$ cat config.mk
export PLATFORM = sky130hd
export DESIGN_NAME = hcore16
export DESIGN_NICKNAME = d
export VERILOG_FILES = /design/src/rtl/core16_pkg.sv /design/src/rtl/core16_decode.sv /design/src/rtl/core16_alu.sv /design/src/rtl/core16_branch.sv /design/src/rtl/core16_state.sv /design/src/rtl/hcore16.sv
export SDC_FILE = /design/constraint.sdc
export NUM_CORES = 1
export LEC_CHECK = 0
export ABC_CLOCK_PERIOD_IN_PS = 10230
export BUFFER_PORTS_ARGS = -buffer_cell sky130_fd_sc_hd__buf_2
export CAP_MARGIN = 20
export CORE_ASPECT_RATIO = 1.5
export CORE_UTILIZATION = 35
export DETAILED_ROUTE_END_ITERATION = 10
export PLACE_DENSITY = 0.51
export RECOVER_POWER = 50
export SYNTH_ARGS = -nofsm -noshare
export SYNTH_HDL_FRONTEND = slang
export SYNTH_SLANG_ARGS = --single-unit
$ cat constraint.sdc
create_clock -name clk -period 10.23 [get_ports clk]
set_input_delay 0.5115 -clock clk [delete_from_list [all_inputs] [get_ports clk]]
set_output_delay 0.5115 -clock clk [all_outputs]
set_load 0.01 [all_outputs]
$ cat src/rtl/core16_pkg.sv
package core16_pkg;

  localparam int unsigned WORD_W  = 16;
  localparam int unsigned CLASS_W = 3;
  localparam int unsigned JMASK_W = 3;

  // instruction field positions (the encoding is behaviour)
  localparam int unsigned F_CLASS_LO = WORD_W - CLASS_W;
  localparam int unsigned F_MEMSEL   = 12;
  localparam int unsigned F_ZX       = 11;
  localparam int unsigned F_NX       = 10;
  localparam int unsigned F_ZY       = 9;
  localparam int unsigned F_NY       = 8;
  localparam int unsigned F_ADD      = 7;
  localparam int unsigned F_NOUT     = 6;
  localparam int unsigned F_DST_A    = 5;
  localparam int unsigned F_DST_D    = 4;
  localparam int unsigned F_DST_M    = 3;

  typedef logic [WORD_W-1:0]  word_t;
  typedef logic [JMASK_W-1:0] jmask_t;

  typedef struct packed {
    logic sel_mem;
    logic clr_x;
    logic inv_x;
    logic clr_y;
    logic inv_y;
    logic use_add;
    logic inv_out;
  } alu_op_t;

  function automatic logic is_compute(word_t w);
    return &w[WORD_W-1:F_CLASS_LO];
  endfunction

  // clear first, then invert
  function automatic word_t shape(word_t v, logic clr, logic inv);
    word_t t;
    t = clr ? '0 : v;
    return t ^ {WORD_W{inv}};
  endfunction

  function automatic word_t combine(word_t x, word_t y, logic add, logic inv);
    word_t t;
    t = add ? word_t'(x + y) : (x & y);
    return inv ? ~t : t;
  endfunction

  function automatic logic jump_hit(jmask_t m, logic z, logic n);
    jmask_t code;
    code = {n, z, ~(n | z)};
    return |(m & code);
  endfunction

endpackage

$ cat src/rtl/core16_decode.sv
module core16_decode
  import core16_pkg::*;
(
  input  word_t   instr,
  output logic    calc,
  output alu_op_t alu_op,
  output logic    dst_a,
  output logic    dst_d,
  output logic    dst_m,
  output jmask_t  jmask,
  output word_t   literal
);

  always_comb begin
    calc            = is_compute(instr);
    alu_op.sel_mem  = instr[F_MEMSEL];
    alu_op.clr_x    = instr[F_ZX];
    alu_op.inv_x    = instr[F_NX];
    alu_op.clr_y    = instr[F_ZY];
    alu_op.inv_y    = instr[F_NY];
    alu_op.use_add  = instr[F_ADD];
    alu_op.inv_out  = instr[F_NOUT];
    dst_a           = instr[F_DST_A];
    dst_d           = instr[F_DST_D];
    dst_m           = instr[F_DST_M];
    jmask           = instr[JMASK_W-1:0];
    literal         = instr;
  end

endmodule

$ cat src/rtl/core16_alu.sv
module core16_alu
  import core16_pkg::*;
#(
  parameter int unsigned LANES = 2
) (
  input  alu_op_t op,
  input  word_t   d_val,
  input  word_t   a_val,
  input  word_t   m_val,
  output word_t   result,
  output logic    zero,
  output logic    neg
);

  word_t raw    [LANES];
  logic  clr    [LANES];
  logic  inv    [LANES];
  word_t shaped [LANES];

  always_comb begin
    raw[0] = d_val;
    clr[0] = op.clr_x;
    inv[0] = op.inv_x;
    raw[1] = op.sel_mem ? m_val : a_val;
    clr[1] = op.clr_y;
    inv[1] = op.inv_y;
  end

  for (genvar g = 0; g < LANES; g++) begin : g_lane
    assign shaped[g] = shape(raw[g], clr[g], inv[g]);
  end

  assign result = combine(shaped[0], shaped[1], op.use_add, op.inv_out);
  assign zero   = (result == '0);
  assign neg    = result[WORD_W-1];

endmodule

$ cat src/rtl/core16_branch.sv
module core16_branch
  import core16_pkg::*;
(
  input  logic   calc,
  input  jmask_t jmask,
  input  logic   zero,
  input  logic   neg,
  output logic   take
);

  assign take = calc & jump_hit(jmask, zero, neg);

endmodule

$ cat src/rtl/core16_state.sv
module core16_state
  import core16_pkg::*;
(
  input  logic  clk,
  input  logic  rst,
  input  logic  calc,
  input  logic  dst_a,
  input  logic  dst_d,
  input  word_t literal,
  input  word_t result,
  input  logic  take,
  output word_t a_q,
  output word_t d_q,
  output word_t pc_q
);

  logic  a_en;
  logic  d_en;
  word_t a_next;
  word_t pc_next;

  always_comb begin
    a_en    = ~calc | dst_a;
    a_next  = calc ? result : literal;
    d_en    = calc & dst_d;
    pc_next = take ? a_q : word_t'(pc_q + word_t'(1));
  end

  // working registers carry no reset
  always_ff @(posedge clk) begin
    if (a_en) a_q <= a_next;
    if (d_en) d_q <= result;
  end

  always_ff @(posedge clk) begin
    if (rst) pc_q <= '0;
    else     pc_q <= pc_next;
  end

endmodule

$ cat src/rtl/hcore16.sv
module hcore16
  import core16_pkg::*;
(
  input  logic        clk,
  input  logic        rst,
  input  logic [15:0] instr_i,
  input  logic [15:0] data_rd_i,
  output logic [15:0] data_wr_o,
  output logic        data_we_o,
  output logic [15:0] data_addr_o,
  output logic [15:0] pc_o
);

  logic    calc;
  alu_op_t alu_op;
  logic    dst_a;
  logic    dst_d;
  logic    dst_m;
  jmask_t  jmask;
  word_t   literal;
  word_t   alu_res;
  logic    flag_z;
  logic    flag_n;
  logic    take_jump;
  word_t   a_q;
  word_t   d_q;
  word_t   pc_q;

  core16_decode u_dec (
    .instr   (instr_i),
    .calc    (calc),
    .alu_op  (alu_op),
    .dst_a   (dst_a),
    .dst_d   (dst_d),
    .dst_m   (dst_m),
    .jmask   (jmask),
    .literal (literal)
  );

  core16_alu #(.LANES(2)) u_alu (
    .op     (alu_op),
    .d_val  (d_q),
    .a_val  (a_q),
    .m_val  (data_rd_i),
    .result (alu_res),
    .zero   (flag_z),
    .neg    (flag_n)
  );

  core16_branch u_br (
    .calc  (calc),
    .jmask (jmask),
    .zero  (flag_z),
    .neg   (flag_n),
    .take  (take_jump)
  );

  core16_state u_st (
    .clk     (clk),
    .rst     (rst),
    .calc    (calc),
    .dst_a   (dst_a),
    .dst_d   (dst_d),
    .literal (literal),
    .result  (alu_res),
    .take    (take_jump),
    .a_q     (a_q),
    .d_q     (d_q),
    .pc_q    (pc_q)
  );

  assign data_wr_o   = alu_res;
  assign data_we_o   = calc & dst_m;
  assign data_addr_o = a_q;
  assign pc_o        = pc_q;

endmodule

==> impl_results.rst, run 1 <==
.. list-table::
   :header-rows: 1

   * - Metric
     - Value
   * - Number of warnings reported in the yosys synthesis log
     - 0
   * - Via count of the first global-routing pass
     - ~3,400
   * - Final #Nets
     - around 600
   * - Setup fix buffers added after clock tree synthesis
     - 0
   * - Worst hold path class
     - input pin to flop
   * - Achievable Freq
     - around 190 MHz
   * - Final Wtd Congestion
     - between 0.8 and 0.9
   * - Post-synthesis sequential area ratio
     - around 30%
   * - Hold buffer count at CTS
     - 0
   * - Site Rows
     - 48
   * - Number of CTS-inserted buffers
     - 5
   * - Die extent in x
     - a little over 90 um
   * - Startpoint-to-endpoint class of the critical path
     - input pin to flop
   * - Minimum period implied by the final worst setup slack
     - 5.16 ns
   * - Clock Tree Root
     - sky130_fd_sc_hd__clkbuf_16
   * - Ratio of cells with drive above 1 in the final layout
     - between 10% and 20%
   * - Wire length reported by the detailed router
     - 11.7 mm
   * - Half-perimeter wire length after placement
     - between 9 and 10 mm
   * - Post-synthesis register bit count
     - 48
   * - Cell count after synthesis
     - 472
   * - Htree depth
     - 2
   * - WL per Instance
     - ~17 um
   * - Wire length of the first global-routing pass
     - between 15 and 20 mm
   * - PortBufs
     - a little over 80
   * - Number of antenna violations at the first check in global routing
     - 0
   * - Total vias in the final route
     - between 3,000 and 4,000
   * - Async set-reset flop share out of synthesis
     - 0%
   * - Capturing element type of the critical path
     - flop
   * - RSZ-0062 raised after global routing
     - no
   * - Filler Cells Inserted
     - ~1,200
   * - Most used cells in the layout excluding fill and tap cells
     - sky130_fd_sc_hd__buf_2, sky130_fd_sc_hd__nor2_1, sky130_fd_sc_hd__nand2_1
   * - Final worst-path setup slack
     - just over 5 ns
   * - Leak
     - about 2.0 nW
   * - Worst IR drop on VDD
     - a little over 0.07 mV
   * - Post-synthesis cell type count
     - 64
   * - Avg Cell Area, Syn
     - about 9.0 um^2
   * - Fin. max-slew vios
     - 0
   * - Clock latency of the later-clocked register in the worst-skew pair
     - around 0.29 ns
   * - Final antenna-violating net count
     - 0
   * - Starting utilization of the core area
     - a little over a third
   * - Pin count of the biggest net entering global routing
     - 38
   * - Netlist area before placement
     - 4230 um^2
   * - Die Height
     - 137 um
   * - Setup_tns
     - 0 ns
   * - Prevailing post-synth register cell
     - sky130_fd_sc_hd__edfxtp_1
   * - Hold Fails Final Rpt
     - 0
   * - Setup violators final
     - 0
   * - Synth-to-Final Area Change
     - 12.6%
   * - Leading cell type in the layout, fill and taps excluded
     - sky130_fd_sc_hd__buf_2
   * - Critical path fanouts, max
     - 17
   * - Antenna diodes
     - 0
   * - DRC Markers
     - 0
   * - Net count after synthesis
     - approximately 520
   * - Fraction of the cycle the final worst path needs
     - approximately 50%
   * - Least-Margin Pin Slew
     - ~1.3 ns
   * - GR Util All Layers
     - approximately a fifth
   * - Areal power density over the cells
     - roughly 150 nW/um^2
   * - Post-Place Worst Slack
     - between 4 and 5 ns
   * - Number of buffers on the longest clock path
     - 2
   * - Signal arrival time at the worst endpoint
     - around 5.3 ns
   * - Relative slew margins
     - 16.0%
   * - MaxCap Viol Count
     - 0
   * - Number of enable flip-flop cells after synthesis
     - 32
   * - Run status
     - complete, no violations
   * - Worst Hold Margin
     - 0.502 ns
   * - Number of top-level pins
     - between 80 and 90
   * - Post-cts resize count
     - 0
   * - Die Area
     - around 13,000 um^2
   * - Endpoint required time on the critical path
     - between 10 and 15 ns
   * - TritonCTS clock tree
     - yes
   * - Clock transition at the register clock pins on the worst setup and hold paths after CTS
     - ~0.06 ns
   * - Clock tree skew after final layout
     - approximately 0.0066 ns
   * - Routed vias/inst
     - between 5 and 6
   * - Initial drt markers
     - 153
   * - First drt pass iteration count
     - 5
   * - Aggregate global routing overflow
     - 0
   * - Number of sinks handled by clock tree synthesis
     - 48
   * - Area of the core
     - between 10,000 and 15,000 um^2
   * - Startpoint type of the worst setup path
     - input pin
[layer usage]
metal	part of all wire (%)	track usage (%)
met2	52	34.4
met1	43	23.8
met5	0	0
met4	1.5	5.47
met3	4.0	2.22
[critical path, stage by stage]
cell and delay (ns):
sky130_fd_sc_hd__buf_2 0.40, sky130_fd_sc_hd__mux2i_1 0.25, sky130_fd_sc_hd__nor2_1 0.07, sky130_fd_sc_hd__xor2_1 0.15, sky130_fd_sc_hd__ha_1 0.28, sky130_fd_sc_hd__fa_1 0.43
sky130_fd_sc_hd__a21o_1 0.24, sky130_fd_sc_hd__a22o_1 0.27, sky130_fd_sc_hd__o41ai_4 0.46, sky130_fd_sc_hd__a21oi_2 0.06, sky130_fd_sc_hd__a2111oi_2 0.45, sky130_fd_sc_hd__nand4_1 0.18
sky130_fd_sc_hd__nor4_1 0.28, sky130_fd_sc_hd__a211oi_2 0.16, sky130_fd_sc_hd__nor3_4 0.73, sky130_fd_sc_hd__mux2_2 0.42
[stage by stage]
stage               utilization, %  total power [mW]  instance area, um^2  instances
global route                  40.9             0.738                 4760        683
CTS                           41.2             0.702                 4800        683
finish                        40.9             0.692                 4760        683
global placement              40.1             0.537                 4670        676
floorplan                        -             0.454                 4230        472
detailed placement            40.1             0.539                 4670        676
[final timing paths]
check	startpoint	to	slack [ns]	depth (start not counted)
max reg2reg	u_st.a_q[0]	u_st.pc_q[0]	5.35	15
max	instr_i[12]	u_st.pc_q[0]	5.07	16
min reg2reg	u_st.a_q[1]	u_st.pc_q[1]	0.63	2
min	instr_i[5]	u_st.a_q[5]	0.50	3
[where the power goes]
part           internal [mW]  leakage, nW  switching (mW)
combinational          0.118         1.45           0.178
sequential             0.226        0.445          0.0105
clock                 0.0891       0.0667          0.0705
[state kept, by name, summed over array words and instances (netlist names)]
name and cells:
u_st.a_q 16, u_st.d_q 16, u_st.pc_q 16
[logic make-up (layout without fill, tap and decap cells)]
logic type	Yosys count	after routing	share of synthesized area, %
adder cells (fa/ha/maj)	18	18	5.50
flip-flops	48	48	30.3
multiplexers	39	39	10.5
XOR/XNOR	60	60	12.4
buffers and inverters	36	97	4.47
AND/OR/NAND/NOR	193	193	23.1
AO/OA/AOI/OAI	78	78	13.7
[synth_stat cells (all sizes together) (8+ instances only)]
library cell,number,area [um^2]
a21oi,14,73.8
and3,15,100
buf,13,97.6
clkbuf,14,52.6
dfxtp,16,320
edfxtp,32,961
ha,17,213
inv,8,30.0
mux2,15,203
mux2i,24,240
nand2,45,169
nand2b,20,125
nand3,18,95.1
nor2,46,173
nor2b,23,144
o21ai,12,60.1
xnor2,38,333
xor2,22,193
[final cells by class]
| type | instances | area [um^2] | area share [%] |
|---|---|---|---|
| multi-input cells | 388 | 2760 | 58.0 |
| flip-flops and latches | 48 | 1280 | 26.9 |
| repair buffers | 82 | 369 | 7.75 |
| well taps | 150 | 188 | 3.94 |
| clock buffers | 6 | 129 | 2.71 |
| inverters | 8 | 30.0 | 0.631 |
| clock inverters | 1 | 5.00 | 0.105 |
(Power assumes the default switching activity.)
==> run 2, diff against run 1 <==
- ABC_AREA: not set -> 1
- ABC_CLOCK_PERIOD_IN_PS: 10230 -> 4300
- PLACE_DENSITY: 0.51 -> 0.52
- clock period: 10.23 -> 4.3 ns (I/O delays scaled with it)
==> impl_results.rst, run 2 <==
.. list-table::
   :header-rows: 1

   * - Metric
     - Value
   * - Clock latency of the later-clocked register in the worst-skew pair
     - 0.29 ns (about the same)
   * - Final Wtd Congestion
     - 0.906 (was 0.847)
   * - Fin. max-slew vios
     - 39 (was 0)
   * - Clock Tree Root
     - sky130_fd_sc_hd__clkbuf_16 (unchanged)
   * - Worst Min Path Start
     - instr_i[11] (was instr_i[5])
   * - Origin of the worst setup path
     - instr_i[13] (was instr_i[12])
   * - Clock tree skew after final layout
     - 0.00835 ns (was 0.00662 ns)
   * - Routed vias/inst
     - 4.82 (was 5.19)
   * - Avg Cell Area, Syn
     - 6.70 um^2 (was 8.96 um^2)
   * - Cell count after synthesis
     - 673 (was 472)
   * - Leak
     - 2.56 nW (was 1.96 nW)
   * - Post-Place Worst Slack
     - 0.405 ns (was 4.73 ns)
   * - Setup violators final
     - 0 (unchanged)
   * - Least-Margin Pin Slew
     - 2.13 ns (was 1.26 ns)
   * - Number of top-level pins
     - 83 (unchanged)
   * - Number of enable flip-flop cells after synthesis
     - 32 (unchanged)
   * - Leading area contributor after synthesis
     - sky130_fd_sc_hd__edfxtp_1 (unchanged)
   * - Setup_tns
     - 0 ns (unchanged)
   * - Hold Fails Final Rpt
     - 0 (unchanged)
   * - First drt pass iteration count
     - 4 (was 5)
   * - Area of combinational cells with multiple inputs
     - 2670 um^2 (was 2760 um^2)
   * - Total vias in the final route
     - 4,327 (was 3,544)
   * - Netlist area before placement
     - 4510 um^2 (was 4230 um^2)
   * - RSZ-0062 raised after global routing
     - no (unchanged)
   * - Die Height
     - 141 um (was 137 um)
   * - Endpoint required time on the critical path
     - 4.22 ns (was 10.41 ns)
   * - Capturing element type of the critical path
     - flop (unchanged)
   * - Final worst-path setup slack
     - 0.577 ns (was 5.07 ns)
   * - Wire length reported by the detailed router
     - 13.0 mm (was 11.7 mm)
   * - Minimum period implied by the final worst setup slack
     - roughly 3.7 ns
   * - Register-to-Register Path Depth
     - 22 (was 15)
   * - Most used cells in the layout excluding fill and tap cells
     - sky130_fd_sc_hd__nand2_1, sky130_fd_sc_hd__inv_1, sky130_fd_sc_hd__nand3_1 (was sky130_fd_sc_hd__buf_2, sky130_fd_sc_hd__nor2_1, sky130_fd_sc_hd__nand2_1)
   * - TritonCTS clock tree
     - yes (unchanged)
   * - Crit path cell chain
     - buf_2, inv_1, nor3_1, clkbuf_1, inv_1, nor2_1, clkbuf_1 (was buf_2, mux2i_1, nor2_1, xor2_1, ha_1, fa_1, a21o_1, a22o_1, o41ai_4, a21oi_2, a2111oi_2, nand4_1, nor4_1, a211oi_2, nor3_4, mux2_2)
   * - Aggregate global routing overflow
     - 0 (unchanged)
   * - Initial drt markers
     - 182 (was 153)
   * - Bufs and invs on worst path
     - 5 (was 1)
   * - Startpoint type of the worst setup path
     - input pin (unchanged)
   * - Number of antenna violations at the first check in global routing
     - 0 (unchanged)
   * - Leading post-synthesis cells by cell area
     - sky130_fd_sc_hd__edfxtp_1, sky130_fd_sc_hd__nand2_1, sky130_fd_sc_hd__inv_1 (was sky130_fd_sc_hd__edfxtp_1, sky130_fd_sc_hd__xnor2_1, sky130_fd_sc_hd__dfxtp_1)
   * - Number of buffers on the longest clock path
     - 2 (unchanged)
   * - Prevailing post-synth register cell
     - sky130_fd_sc_hd__edfxtp_1 (unchanged)
   * - Clock transition at the register clock pins on the worst setup and hold paths after CTS
     - 0.07 ns (was 0.06 ns)
   * - GR Util All Layers
     - 20.4% (was 19.0%)
   * - Achievable Freq
     - between 200 and 300 MHz
   * - Htree depth
     - 2 (unchanged)
   * - Total area of sequential cells
     - 1280 um^2 (unchanged)
   * - Fraction of the cycle the final worst path needs
     - between 80% and 90%
   * - Die Area
     - 13,400 um^2 (was 12,500 um^2)
   * - Setup fix buffers added after clock tree synthesis
     - 0 (unchanged)
   * - Number of CTS-inserted buffers
     - 5 (unchanged)
   * - Post-synthesis register bit count
     - 48 (unchanged)
   * - PortBufs
     - 82 (unchanged)
   * - Leading cell type in the layout, fill and taps excluded
     - sky130_fd_sc_hd__nand2_1 (was sky130_fd_sc_hd__buf_2)
   * - Critical path fanouts, max
     - 38 (was 17)
   * - Pin count of the biggest net entering global routing
     - 39 (was 38)
   * - Die extent in x
     - 94.7 um (was 91.8 um)
   * - Ratio of cells with drive above 1 in the final layout
     - 14.7% (was 15.8%)
   * - Starting utilization of the core area
     - 36.1% (was 36.3%)
   * - Critical register-to-register path startpoint
     - u_st.a_q[0] (unchanged)
   * - Most frequent cells after synthesis
     - sky130_fd_sc_hd__nand2_1, sky130_fd_sc_hd__inv_1, sky130_fd_sc_hd__nand3_1, sky130_fd_sc_hd__xor2_1 (was sky130_fd_sc_hd__nor2_1, sky130_fd_sc_hd__nand2_1, sky130_fd_sc_hd__xnor2_1, sky130_fd_sc_hd__edfxtp_1, sky130_fd_sc_hd__mux2i_1)
   * - Antenna diodes
     - 0 (unchanged)
   * - Run status
     - finished, violations left (was complete, no violations)
   * - Synth-to-Final Area Change
     - 14.1% (was 12.6%)
   * - Hold buffer count at CTS
     - 0 (unchanged)
   * - Async set-reset flop share out of synthesis
     - 0% (unchanged)
   * - Final antenna-violating net count
     - 0 (unchanged)
   * - Post-route total power
     - 1.75 mW (was 0.692 mW)
   * - Delay contributed by the slowest stage of the critical path
     - 1.54 ns (was 0.73 ns)
   * - MaxCap Viol Count
     - 1 (was 0)
   * - Count of cell instances traversed by the critical path
     - 7 (was 16)
   * - WL per Instance
     - 14.5 um (was 17.1 um)
   * - Half-perimeter wire length after placement
     - 10.2 mm (was 9.20 mm)
   * - Largest registers
     - u_st.a_q x16, u_st.d_q x16, u_st.pc_q x16 (unchanged)
   * - CP top delay family
     - buffers and inverters (was compound AO/OA/AOI/OAI gates)
   * - Number of warnings reported in the yosys synthesis log
     - 0 (unchanged)
   * - Site Rows
     - 50 (was 48)
   * - Filler Cells Inserted
     - 1,358 (was 1,248)
   * - DRC Markers
     - 0 (unchanged)
   * - Number of sinks handled by clock tree synthesis
     - 48 (unchanged)
   * - Violations in the final reports
     - max-capacitance violations, max-slew violations
   * - Dominant cell by count in the synthesized netlist
     - sky130_fd_sc_hd__nand2_1 (was sky130_fd_sc_hd__nor2_1)
   * - Startpoint-to-endpoint class of the critical path
     - input pin to flop (unchanged)
   * - Post-synthesis cell type count
     - 33 (was 64)
   * - Net count after synthesis
     - 725 (was 524)
   * - Post-cts resize count
     - 0 (unchanged)
   * - Final Non-Filler Cells
     - 897 (was 683)
   * - Worst-path cell with the longest stage delay
     - sky130_fd_sc_hd__clkbuf_1 (was sky130_fd_sc_hd__nor3_4)
   * - Signal arrival time at the worst endpoint
     - 3.64 ns (was 5.34 ns)
   * - Post-synthesis sequential area ratio
     - 28.4% (was 30.3%)
   * - Worst hold path class
     - input pin to flop (unchanged)
   * - Areal power density over the cells
     - 340 nW/um^2 (was 145 nW/um^2)
   * - Via count of the first global-routing pass
     - 4,255 (was 3,408)
   * - Min-Delay Path Depth
     - 3 (unchanged)
   * - Worst IR drop on VDD
     - 0.146 mV (was 0.0709 mV)
   * - Area of the core
     - 12,500 um^2 (was 11,700 um^2)
   * - Number of instances in the placed design
     - 890 (was 676)
   * - Portion of synthesized cell area occupied by the leading cell type
     - 21.3% (was 22.7%)
   * - Final #Nets
     - 793 (was 585)
   * - Relative slew margins
     - -42.0% (was 16.0%)
   * - Wire length of the first global-routing pass
     - 21.1 mm (was 18.5 mm)
==> run 2: cells by family (layout without fill, tap and decap cells) <==
kind of cell | after synthesis | in the layout | share of synthesized area, %
and+or+nand+nor | 345 | 345 | 35.8
buffers and inverters | 139 | 207 | 12.5
AOI/OAI and AO/OA | 76 | 76 | 9.07
DFF | 48 | 48 | 28.4
xor gates and xnor gates | 47 | 47 | 9.13
adders and majority gates | 18 | 18 | 5.16
==> run 2: final timing paths <==
check	end	slack [ns]
setup reg to reg	u_st.pc_q[12]	0.67
hold reg to reg	u_st.pc_q[0]	0.56
hold / removal	u_st.a_q[11]	0.23
setup / recovery	u_st.d_q[15]	0.58
==> run 2: cell type report <==
type	count	share of cell area, %
Tap cell	156	3.79
Timing Repair Buffer	88	7.90
Multi-Input combinational cell	486	51.8
Sequential cell	48	24.9
Clock buffer	7	3.40
Inverter	112	8.17
==> run 2: per-stage QoR <==
stage / instance area, um^2 / hold WS, ns / utilization (%)
4_1_cts: 5200 / 0.224 / 41.6
6_report: 5140 / 0.228 / 41.1
2_1_floorplan: 4510 / 0.401 / -
3_5_place_dp: 5020 / 0.527 / 40.2
5_1_grt: 5140 / 0.256 / 41.1
3_3_place_gp: 5020 / 0.527 / 40.2
==> run 2: per-layer routing <==
layer	up-vias	track usage [%]	part of all wire, %
li1	2263	-	-
met1	1941	23.7	41
met2	107	37.8	53
met3	16	2.21	3.7
met4	0	6.70	2.0
met5	-	0	0
==> run 2: worst register-to-register path, delay by kind of cell, from the launching register on <==
| family | cells | cell delay [ns] |
|---|---|---|
| XOR/XNOR | 1 | 0.18 |
| AND/OR/NAND/NOR | 15 | 1.75 |
| adder cells (fa/ha/maj) | 2 | 0.67 |
| AO/OA/AOI/OAI | 3 | 0.53 |
| flip-flops | 1 | 0.34 |
| buffers and inverters | 1 | 0.05 |
==> run 2: report_power, final <==
| group | total [mW] | switching, mW | internal (mW) |
|---|---|---|---|
| combinational | 0.734 | 0.488 | 0.245 |
| clock | 0.466 | 0.182 | 0.284 |
| sequential | 0.549 | 0.0182 | 0.531 |
